**config.mk**
```make
export PLATFORM = sky130hd
export DESIGN_NAME = fsp_port
export DESIGN_NICKNAME = d
export VERILOG_FILES = /design/src/rtl/fsp_pkg.sv /design/src/rtl/fsp_clkgen.sv /design/src/rtl/fsp_tx.sv /design/src/rtl/fsp_rx.sv /design/src/rtl/fsp_port.sv
export SDC_FILE = /design/constraint.sdc
export NUM_CORES = 1
export LEC_CHECK = 0
export ABC_AREA = 1
export ABC_CLOCK_PERIOD_IN_PS = 2220
export BUFFER_PORTS_ARGS = -buffer_cell sky130_fd_sc_hd__buf_2
export CAP_MARGIN = 5
export CORE_ASPECT_RATIO = 0.75
export CORE_UTILIZATION = 40
export DETAILED_ROUTE_END_ITERATION = 10
export GPL_TIMING_DRIVEN = 0
export PLACE_DENSITY = 0.54
export SETUP_SLACK_MARGIN = 0.1
export SLEW_MARGIN = 5
export SYNTH_ARGS = -nofsm -noshare
export SYNTH_HDL_FRONTEND = slang
export SYNTH_SLANG_ARGS = --single-unit
```
**constraint.sdc**
```tcl
create_clock -name clk_i -period 2.22 [get_ports clk_i]
set_clock_uncertainty 0.1 [all_clocks]
set_input_delay 0.222 -clock clk_i [delete_from_list [all_inputs] [get_ports clk_i]]
set_output_delay 0.222 -clock clk_i [all_outputs]
set_load 0.05 [all_outputs]
```
**src/rtl/fsp_pkg.sv**
```systemverilog
package fsp_pkg;
   localparam int unsigned FSP_WORD_W = 16;
   localparam int unsigned FSP_ID_W   = 3;
   localparam int unsigned FSP_ID_LSB = 11;
   localparam int unsigned FSP_SEL_W  = 2;
endpackage

```
**src/rtl/fsp_clkgen.sv**
```systemverilog
module fsp_clkgen #(
   parameter int unsigned SEL_W = fsp_pkg::FSP_SEL_W
) (
   input  logic             clk_i,
   input  logic             rst_ni,
   input  logic [SEL_W-1:0] sel_i,
   output logic             sclk_o,
   output logic             rise_o,
   output logic             fall_o
);
   localparam int unsigned CNT_W = (1 << SEL_W) - 1;

   if (SEL_W < 1 || SEL_W > 4) begin : g_bad_sel
      $error("fsp_clkgen: SEL_W out of range");
   end

   logic [CNT_W-1:0] cnt_q;
   logic [CNT_W-1:0] lim;
   logic             sclk_q;
   logic             wrap;

   // half period minus one: 2^sel - 1
   always_comb lim = ~({CNT_W{1'b1}} << sel_i);
   always_comb wrap = (cnt_q >= lim);

   always_ff @(posedge clk_i or negedge rst_ni) begin
      if (!rst_ni) begin
         cnt_q  <= '0;
         sclk_q <= 1'b0;
      end else if (wrap) begin
         cnt_q  <= '0;
         sclk_q <= ~sclk_q;
      end else begin
         cnt_q  <= cnt_q + 1'b1;
      end
   end

   assign sclk_o = sclk_q;
   assign rise_o = wrap & ~sclk_q;
   assign fall_o = wrap & sclk_q;
endmodule

```
**src/rtl/fsp_tx.sv**
```systemverilog
module fsp_tx #(
   parameter int unsigned W = fsp_pkg::FSP_WORD_W
) (
   input  logic         clk_i,
   input  logic         rst_ni,
   input  logic         rise_i,
   input  logic         next_valid_i,
   input  logic [W-1:0] next_word_i,
   output logic         take_o,
   output logic         dout_o,
   output logic         sync_o
);
   localparam int unsigned CNT_W = $clog2(W);
   localparam logic [CNT_W-1:0] LAST = CNT_W'(W - 1);

   if (W < 2) begin : g_bad_w
      $error("fsp_tx: W must be at least 2");
   end

   logic [W-1:0]     sh_q;
   logic [CNT_W-1:0] cnt_q;
   logic             act_q, dout_q, sync_q;

   // a new word starts from idle, or overlaps the last bit of the current one
   assign take_o = rise_i & next_valid_i & (~act_q | (cnt_q == LAST));

   always_ff @(posedge clk_i or negedge rst_ni) begin
      if (!rst_ni) begin
         sh_q   <= '0;
         cnt_q  <= '0;
         act_q  <= 1'b0;
         dout_q <= 1'b0;
         sync_q <= 1'b0;
      end else if (rise_i) begin
         sync_q <= take_o;
         if (act_q) begin
            dout_q <= sh_q[W-1];
            sh_q   <= sh_q << 1;
            cnt_q  <= cnt_q + 1'b1;
         end else begin
            dout_q <= 1'b0;
         end
         if (take_o) begin
            sh_q  <= next_word_i;
            cnt_q <= '0;
            act_q <= 1'b1;
         end else if (act_q && cnt_q == LAST) begin
            act_q <= 1'b0;
         end
      end
   end

   assign dout_o = dout_q;
   assign sync_o = sync_q;
endmodule

```
**src/rtl/fsp_rx.sv**
```systemverilog
module fsp_rx #(
   parameter int unsigned W = fsp_pkg::FSP_WORD_W
) (
   input  logic         clk_i,
   input  logic         rst_ni,
   input  logic         fall_i,
   input  logic         din_i,
   input  logic         sync_i,
   output logic         done_o,
   output logic [W-1:0] word_o
);
   localparam int unsigned CNT_W = $clog2(W);
   localparam logic [CNT_W-1:0] LAST = CNT_W'(W - 1);

   logic [W-2:0]     sh_q;
   logic [W-1:0]     word_q;
   logic [CNT_W-1:0] cnt_q;
   logic             act_q, done_q;

   always_ff @(posedge clk_i or negedge rst_ni) begin
      if (!rst_ni) begin
         sh_q   <= '0;
         word_q <= '0;
         cnt_q  <= '0;
         act_q  <= 1'b0;
         done_q <= 1'b0;
      end else begin
         done_q <= 1'b0;
         if (fall_i) begin
            if (act_q) begin
               sh_q  <= {sh_q[W-3:0], din_i};
               cnt_q <= cnt_q + 1'b1;
               if (cnt_q == LAST) begin
                  word_q <= {sh_q, din_i};
                  done_q <= 1'b1;
                  act_q  <= 1'b0;
               end
            end
            // a sync restarts the count; mid-word this drops the partial word
            if (sync_i) begin
               act_q <= 1'b1;
               cnt_q <= '0;
            end
         end
      end
   end

   assign done_o = done_q;
   assign word_o = word_q;
endmodule

```
**src/rtl/fsp_port.sv**
```systemverilog
module fsp_port #(
   parameter int unsigned WORD_W     = fsp_pkg::FSP_WORD_W,
   parameter int unsigned ID_W       = fsp_pkg::FSP_ID_W,
   parameter int unsigned ID_LSB     = fsp_pkg::FSP_ID_LSB,
   parameter int unsigned SEL_W      = fsp_pkg::FSP_SEL_W,
   parameter bit          CASCADE_EN = 1'b1
) (
   input  logic              clk_i,
   input  logic              rst_ni,
   input  logic [SEL_W-1:0]  div_sel_i,
   input  logic [ID_W-1:0]   dev_id_i,
   input  logic [WORD_W-1:0] tx_word_i,
   input  logic              tx_valid_i,
   output logic              tx_ready_o,
   output logic [WORD_W-1:0] rx_word_o,
   output logic              rx_strobe_o,
   output logic              ser_clk_o,
   output logic              ser_dout_o,
   output logic              ser_dsync_o,
   input  logic              ser_din_i,
   input  logic              ser_din_sync_i
);
   localparam int unsigned ID_MSB = ID_LSB + ID_W - 1;

   if (ID_MSB >= WORD_W) begin : g_bad_id
      $error("fsp_port: address field outside the word");
   end

   logic              rise, fall, take, rx_done, own;
   logic [WORD_W-1:0] rx_word;
   logic [WORD_W-1:0] hold_q, fwd_q, next_word;
   logic              hold_v, fwd_v, next_valid;

   fsp_clkgen #(.SEL_W(SEL_W)) u_clk (
      .clk_i (clk_i), .rst_ni(rst_ni), .sel_i(div_sel_i),
      .sclk_o(ser_clk_o), .rise_o(rise), .fall_o(fall)
   );

   fsp_tx #(.W(WORD_W)) u_tx (
      .clk_i(clk_i), .rst_ni(rst_ni), .rise_i(rise),
      .next_valid_i(next_valid), .next_word_i(next_word),
      .take_o(take), .dout_o(ser_dout_o), .sync_o(ser_dsync_o)
   );

   fsp_rx #(.W(WORD_W)) u_rx (
      .clk_i(clk_i), .rst_ni(rst_ni), .fall_i(fall),
      .din_i(ser_din_i), .sync_i(ser_din_sync_i),
      .done_o(rx_done), .word_o(rx_word)
   );

   if (CASCADE_EN) begin : g_cascade
      assign own = (rx_word[ID_MSB:ID_LSB] == dev_id_i);
   end else begin : g_single
      assign own = 1'b1;
   end

   // passed-down words win the next slot over local words
   assign next_valid = fwd_v | hold_v;
   assign next_word  = fwd_v ? fwd_q : hold_q;

   always_ff @(posedge clk_i or negedge rst_ni) begin
      if (!rst_ni) begin
         hold_q <= '0;
         hold_v <= 1'b0;
         fwd_q  <= '0;
         fwd_v  <= 1'b0;
      end else begin
         if (tx_valid_i && !hold_v) begin
            hold_q <= tx_word_i;
            hold_v <= 1'b1;
         end else if (take && !fwd_v) begin
            hold_v <= 1'b0;
         end
         if (rx_done && !own) begin
            fwd_q <= rx_word;
            fwd_v <= 1'b1;
         end else if (take && fwd_v) begin
            fwd_v <= 1'b0;
         end
      end
   end

   assign tx_ready_o  = ~hold_v;
   assign rx_strobe_o = rx_done & own;
   assign rx_word_o   = rx_word;
endmodule

```
Word-level counts from Yosys, hierarchy flattened
Index checks and enable logic that the tools add are counted.
Widths: inputs -> output; s select.
{"block": "word_totals", "ff_bits": 98, "latchBits": 0, "mem_bits_rw": 0, "rom_bits": 0, "input_bits": 26, "output_inout_bits": 21, "elab_cells": 74, "mem_count": 0}
{"block": "op_classes", "addsub": 3, "multipliers": 0, "div": 0, "magnitude_cmp": 1, "n_eq_ne": 3, "shifts": 1, "mux": 21, "n_bitwise": 11, "reduce_logical": 18}
{"op": "$mux 16", "count": 3}
{"op": "$mux 4", "count": 4}
{"op": "$mux 1", "count": 13}
{"op": "$reduce_bool 2->1", "count": 5}
{"op": "$add 4x1->4 const B", "count": 2}
{"op": "$eq 4x4->1 const B", "count": 2}
{"op": "$reduce_and 2->1", "count": 4}
{"op": "$and 1x1->1", "count": 5}
{"op": "$logic_and 1x1->1", "count": 5}
{"op": "$add 3x1->3 const B", "count": 1}
{"op": "$eq 3x3->1", "count": 1}
{"op": "$ge 3x3->1", "count": 1}
{"op": "$logic_not 1->1", "count": 3}
{"op": "$mux 3", "count": 1}
{"op": "$not 1->1", "count": 3}
{"op": "$not 3->3", "count": 1}
{"op": "$reduce_and 3->1", "count": 1}
{"op": "$shl 3x2->3 const A", "count": 1}
{"op": "$or 1x1->1", "count": 2}

Logic depth before layout (Yosys ltp)
Gate-level depths: netlist (run 1).
{"block": "depth", "depth_word": 9, "mapped_depth": 12}

Modules after synthesis
From an unflattened synthesis (run 1), not the netlist that was laid out.
{"block": "unflattened", "cells_unflattened": 526, "hier_area_um2": 4604.4}
{"module": "fsp_port", "instances": 1, "cells_each": 178, "area_each_um2": 1620.3}
{"module": "fsp_rx", "instances": 1, "cells_each": 149, "area_each_um2": 1496.4}
{"module": "fsp_tx", "instances": 1, "cells_each": 169, "area_each_um2": 1232.4}
{"module": "fsp_clkgen", "instances": 1, "cells_each": 30, "area_each_um2": 255.2}

Worst setup path after synthesis (run 1)
OpenSTA, ideal clock, no wires.
{"block": "synth_path", "path_type": "flip-flop to output port", "start": "reg u_rx.word_q[11] (netlist: u_rx.word_o[11])", "end": "out rx_strobe_o", "arrival_ns": 1.793, "required_time_ns": 1.898, "slack_ns": 0.105, "stages_incl_launch_ff": 5, "n_path_buf": 1, "path_cell_list": "dfrtp_1 > xnor2_1 > nand3_1 > clkbuf_1 > nor2_1"}
{"block": "synth_between", "elab_chain_cells": 2}
{"element": "start: declaration", "line": "fsp_rx.sv:16", "rtl": "logic [W-1:0] word_q;"}
{"element": "start signal: assignment", "line": "fsp_rx.sv:34", "rtl": "word_q <= {sh_q, din_i};"}
{"element": "$eq 3x3->1", "line": "fsp_port.sv:52", "rtl": "assign own = (rx_word[ID_MSB:ID_LSB] == dev_id_i);"}
{"element": "$and 1x1->1", "line": "fsp_port.sv:84", "rtl": "assign rx_strobe_o = rx_done & own;"}
{"element": "end: declaration", "line": "fsp_port.sv:16", "rtl": "output logic rx_strobe_o,"}
No other way between the ends.

Worst setup path in the final report (run 1)
Ends and elaborated chain as after synthesis.

==> reports/qor.txt, run 1 <==
commonest non-fill, non-tap cell in the layout -> nand2_1
Gate Count Post-Synth -> 476
number of global-route vias before repair -> 3286
status -> finished clean
Port Buf Inserts -> 46
Power Total -> 5.958 mW
Synth Warn # -> 0
Buf/Inv on CP -> 2
Final Hold Vio Count -> 0
routed length per instance -> 13.77 um
initial antenna violation count -> 0
Max Freq -> 0.4926 GHz
Die Ht -> 93.36 um
Final Cell Area -> 5207 um2
cells on worst reg2reg path -> 8
global-route wire length before repair -> 15980 um
Clock Sinks -> 98
worst skew pair latency -> 0.34 ns
min Tclk post-route -> 2.030 ns
drt first pass iters -> 5
area grow syn2layout -> 16.98%
DP HPWL -> 6770 um
final worst path period share -> 91.45%
Core Area -> 10530 um2
Slew @ Worst Pin -> 0.7439 ns
Top delay family on crit path -> buffers and inverters
total setup violations reported at the end of the flow -> 0
clk root buf -> clkbuf_16
global route overflow -> 0
Max Cap Violations -> 0
max-slew violations -> 0
CTS clk-pin slew, worst paths -> 0.07 ns
# nets final -> 568
chip width -> 123.8 um
PnR worst setup slack -> 0.1898 ns
worst min path class -> in2reg
Initial Util -> 42.28%
non-filler cells, final -> 677
worst setup path category -> reg2out
Pleak -> 2.665 nW
register bit count reported by yosys -> 98
CP Cell Sequence -> xnor2_1 -> nand3_1 -> buf_2 -> nor2_1 -> buf_4
relative slew slack -> 50.41%
cts bufs inserted -> 9
RR Startpoint -> u_clk.cnt_q[2]
final WL -> 9322 um
VDD IR-drop max -> 0.4683 mV
syn nets -> 508
via count -> 3241
area post-placement -> 4875 um2
residual DRC count -> 0
CP max FO -> 10
post-synthesis cell area -> 4452 um2
Final ANT Viol Nets -> 0
IO Count -> 47
critical path's slowest cell -> dfrtp_1
unrepaired setup endpoints after global routing -> yes
sequential area share after synthesis -> 55.09%
worst slack, placed -> 0.07134 ns
n_diodes -> 0
Yosys cell types -> 30
Post-Place Cells -> 659
CTS Buffer Depth -> 2
DR vias/cell -> 4.787
Die Footprint -> 11560 um2
ratio of cells with drive above 1 in the final layout -> 22.74%
Syn Area/Cell -> 9.352 um2
max incr delay on CP -> 0.42 ns
Critical Path Source Type -> flop
power density of the placed cells -> 1144 nW/um2
CP startpoint -> u_rx.word_o[11]
CP Capture Type -> output pin
most frequent cells in the layout -> 145 x nand2_1, 98 x dfrtp_1, 52 x inv_1
Worst Hold Depth -> 2
Crit path required time -> 1.90 ns
All-Layer GR Usage -> 18.49%
H-tree depth -> 3
CTS tree -> done
initial drt markers -> 146
Crit path depth -> 5
GP Congestion -> 0.7696
pin count of the biggest net entering global routing -> 59
Worst Path Arrival -> 1.71 ns
worst hold path startpoint -> tx_word_i[6]
row count -> 32
-- cells in the mapped netlist --
master	instances	area [um2]
nand2_1	145	544.3
xor2_1	1	8.760
nand2_2	5	31.28
a21oi_1	8	40.04
o21bai_1	1	7.510
buf_4	1	7.510
nand3_1	35	175.2
buf_6	8	90.09
or2_2	3	18.77
mux2i_1	9	90.09
nand2_4	2	22.52
dfrtp_1	98	2452
xnor2_1	4	35.03
o22ai_1	1	6.260
o21ai_0	29	145.1
ha_1	6	75.07
nand4_2	1	12.51
a21oi_2	1	8.760
inv_4	1	6.260
buf_2	7	35.03
inv_1	52	195.2
nor2_2	1	6.260
mux2_2	16	180.2
nand3b_1	1	7.510
clkbuf_1	4	15.01
nor2_1	16	60.06
o21ai_1	6	30.03
nand3_4	2	35.03
o21ai_2	10	87.58
nor2_4	2	22.52
-- per-layer routing --
metal	GRT usage (%)	wire (um)	up-vias	share of wire [%]
li1	-	-	1627	-
met5	0	0	-	0
met4	5.120	97	0	1.0
met3	4.634	342	10	3.7
met1	26.34	4869	1556	52
met2	27.73	4013	48	43
-- cells by family after synthesis --
family          Yosys count  synth area share [%]
compound gates           56                 7.308
xor+xnor                  5                0.9837
fa+ha+maj                 6                 1.686
buf+inv                  73                 7.842
flops                    98                 55.09
mux                      25                 6.071
simple gates            213                 21.02
-- path summary, 6_finish.rpt --
path	slack [ns]	end
setup / recovery	0.19	rx_strobe_o
hold / removal	0.01	hold_q[6]
setup reg to reg	0.28	u_tx.sh_q[15]
hold reg to reg	0.37	fwd_q[6]
max in group asynchronous	0.94	u_tx.sh_q[11]
min in group asynchronous	0.39	u_clk.sclk_o
-- power by group --
group          switching (mW)  leakage (nW)  internal, mW
logic                    1.11          1.27         0.714
clock network           0.652         0.145         0.933
registers               0.292          1.25          2.25
total                    2.06          2.67          3.90
-- final cells by class --
cell class / instances / area, um2
fill: 1025 / 5323
sequential: 98 / 2452
multi-input combinational: 305 / 1650
timing repair buffer: 49 / 275.3
clock buffer: 12 / 256.5
inverter: 53 / 201.4
tap: 136 / 170.2
buffer: 20 / 151.4
clock inverter: 4 / 50.05
-- worst register-to-register path: stages, from the launching register on --
cell	delay, ns
dfrtp_1	0.40
ha_1	0.32
a21oi_2	0.21
nand2_4	0.14
nand4_2	0.16
clkbuf_4	0.24
nand2_1	0.07
nand3_1	0.12
nand2_1	0.06
-- per-stage QoR --
stage	util (%)	hold WS (ns)	setup TNS, ns
2_1_floorplan	-	-0.1736	0
3_3_place_gp	46.08	0.3545	-23.78
3_5_place_dp	46.29	0.2467	0
6_report	49.45	0.01144	0
5_1_grt	49.45	0.004235	0
4_1_cts	49.43	0.001095	0
-- timing repair --
action	4_1_cts	5_1_grt
setup buffers	0	0
endpoints found under the hold margin	58	0
endpoints found under the setup margin	1	2
gates resized for setup	2	2
hold buffers	2	0
-- state kept, by name, summed over array words and instances, names as in the netlist, 3 cells and up --
signal and cells:
fwd_q 16, u_clk.cnt_q 3, u_rx.word_o 16, hold_q 16, u_tx.sh_q 16, u_tx.cnt_q 4, u_rx.sh_q 15, u_rx.cnt_q 4
Power figures use the tool's default switching activity.
==> inputs of run 2 (changes only) <==
Settings changed: BUFFER_PORTS_ARGS -buffer_cell sky130_fd_sc_hd__buf_2 to -buffer_cell sky130_fd_sc_hd__buf_4.
==> reports/qor.txt, run 2 (synthesis results as in run 1) <==
status -> finished clean
DR vias/cell -> 4.759 (-0.60%)
CTS Buffer Depth -> 2 (unchanged)
GP Congestion -> 0.7614 (-1.1%)
Power Total -> 6.226 mW (+4.5%)
initial antenna violation count -> 0 (unchanged)
Pleak -> 2.737 nW (+2.7%)
IO Count -> 47 (unchanged)
worst min path class -> in2reg
DP HPWL -> 6654 um (-1.7%)
Critical Path Source Type -> flop
global route overflow -> 0 (unchanged)
worst setup path category -> reg2out
Port Buf Inserts -> 46 (unchanged)
global-route wire length before repair -> 15590 um (-2.4%)
postcts setup bufs -> 0 (unchanged)
Final Util -> 51.69% (+2.2 points)
unrepaired setup endpoints after global routing -> no
worst skew pair latency -> 0.34 ns (about the same)
Slew @ Worst Pin -> 0.4923 ns (-0.2516 ns)
CP Cell Sequence -> xnor2_1 -> nand3_1 -> buf_2 -> nor2_1 -> buf_4
ratio of cells with drive above 1 in the final layout -> 22.63% (-0.11 points)
CP Capture Type -> output pin
relative slew slack -> 67.18% (+17 points)
chip width -> 123.8 um (unchanged)
residual DRC count -> 0 (unchanged)
VDD IR-drop max -> 0.5209 mV (+11%)
R2R Setup Slk -> 0.22 ns (-0.06 ns)
area grow syn2layout -> 22.26%
Core Area -> 10530 um2 (unchanged)
number of global-route vias before repair -> 3118 (-5.1%)
Top delay family on crit path -> buffers and inverters
Clock Sinks -> 98 (unchanged)
drt first pass iters -> 4 (-1)
setup TNS -> 0 ns (unchanged)
routed length per instance -> 13.84 um (+0.48%)
most frequent cells in the layout -> 145 x nand2_1, 98 x dfrtp_1, 52 x inv_1
# nets final -> 575 (+1.2%)
final worst path period share -> 91.54% (+0.094 points)
Max Cap Violations -> 0 (unchanged)
row count -> 32 (unchanged)
max incr delay on CP -> 0.43 ns (about the same)
min Tclk post-route -> 2.032 ns (+0.002080 ns)
Final Hold Vio Count -> 0 (unchanged)
CTS tree -> done
Max Freq -> 0.4921 GHz (-0.10%)
clk root buf -> clkbuf_16
cts bufs inserted -> 9 (unchanged)
Die Ht -> 93.36 um (unchanged)
max-slew violations -> 0 (unchanged)
pin count of the biggest net entering global routing -> 99 (+68%)
n_diodes -> 0 (unchanged)
Final Cell Area -> 5443 um2 (+4.5%)
Crit path required time -> 1.90 ns (about the same)
area post-placement -> 4967 um2 (+1.9%)
Final ANT Viol Nets -> 0 (unchanged)
CTS clk-pin slew, worst paths -> 0.06 ns (about the same)
non-filler cells, final -> 684 (+1.0%)
metal3 WL -> 376 um (+9.9%)
All-Layer GR Usage -> 18.13% (-0.36 points)
WL met2 -> 4149 um (+3.4%)
routed metal-1 wire length -> 4838 um (-0.64%)
initial drt markers -> 194 (+33%)
critical path's slowest cell -> dfrtp_1
commonest non-fill, non-tap cell in the layout -> nand2_1
total setup violations reported at the end of the flow -> 0 (unchanged)
Buf/Inv on CP -> 2 (unchanged)
final WL -> 9464 um (+1.5%)
H-tree depth -> 3 (unchanged)
Fill cells -> 998 (-2.6%)
Post-Place Cells -> 658 (-0.15%)
Die Footprint -> 11560 um2 (unchanged)
CP max FO -> 10 (unchanged)
Worst Path Arrival -> 1.71 ns (about the same)
power density of the placed cells -> 1144 nW/um2 (about the same)
via count -> 3255 (+0.43%)
Initial Util -> 42.28% (unchanged)
DR top layer -> met4
-- run 2: cell types whose count changed in the layout (fill, tap and decap cells not counted), sizes merged --
cell         delta
clkbuf          -3
dlygate4sd3     +7
bufinv          +2
buf             +1
-- run 2: metal layers --
layer	up-vias	global-route usage [%]
met5	-	0
met4	0	5.120
met3	11	5.000
met2	51	26.90
met1	1555	25.79
li1	1638	-
-- run 2: worst register-to-register path: stages, from the launching register on --
cell     delay, ns
dfrtp_1       0.41
ha_1          0.33
a21oi_2       0.21
nand2_4       0.14
nand4_2       0.15
buf_2         0.27
nand2_1       0.08
nand3_1       0.13
nand2_1       0.06
-- run 2: through the flow --
step / hold WS (ns) / setup WS, ns
2_1_floorplan: -0.1736 / 0.1046
3_3_place_gp: 0.3555 / 0.1192
3_5_place_dp: 0.3590 / 0.09594
5_1_grt: 0.0006634 / 0.1037
4_1_cts: 0.0006830 / 0.1562
6_report: 0.01168 / 0.1877
-- run 2: worst paths after layout --
kind | startpoint | end | cells past startpoint
min in group asynchronous | rst_ni | u_clk.cnt_q[2] | 2
max | u_rx.word_o[13] | rx_strobe_o | 5
max reg2reg | u_clk.cnt_q[2] | u_tx.sh_q[15] | 8
min reg2reg | u_clk.cnt_q[0] | u_clk.cnt_q[0] | 1
min | tx_word_i[6] | hold_q[6] | 2
max in group asynchronous | rst_ni | u_rx.sh_q[10] | 3
-- run 2: timing repair --
| item | CTS | global route |
|---|---|---|
| hold buffers | 7 | 2 |
| resized for setup | 1 | 1 |
| endpoints found under the hold margin | 7 | 99 |
| endpoints found under the setup margin | 1 | 1 |
-- run 2: area by class of cell --
type / instances / area, um2 / area share [%]
clock inverters: 6 / 113.9 / 2.092
plain buffers: 20 / 148.9 / 2.736
clock buffers: 10 / 239.0 / 4.391
flip-flops and latches: 98 / 2452 / 45.06
multi-input cells: 305 / 1650 / 30.32
well taps: 136 / 170.2 / 3.126
inverters: 53 / 201.4 / 3.701
repair buffers: 56 / 466.7 / 8.575
-- run 2: report_power, final --
part	switching (mW)	internal [mW]	total (mW)	leakage, nW
Sequential	0.296	2.25	2.55	1.25
Combinational	1.12	0.750	1.87	1.32
Clock	0.674	1.13	1.81	0.165
Total	2.09	4.14	6.23	2.74
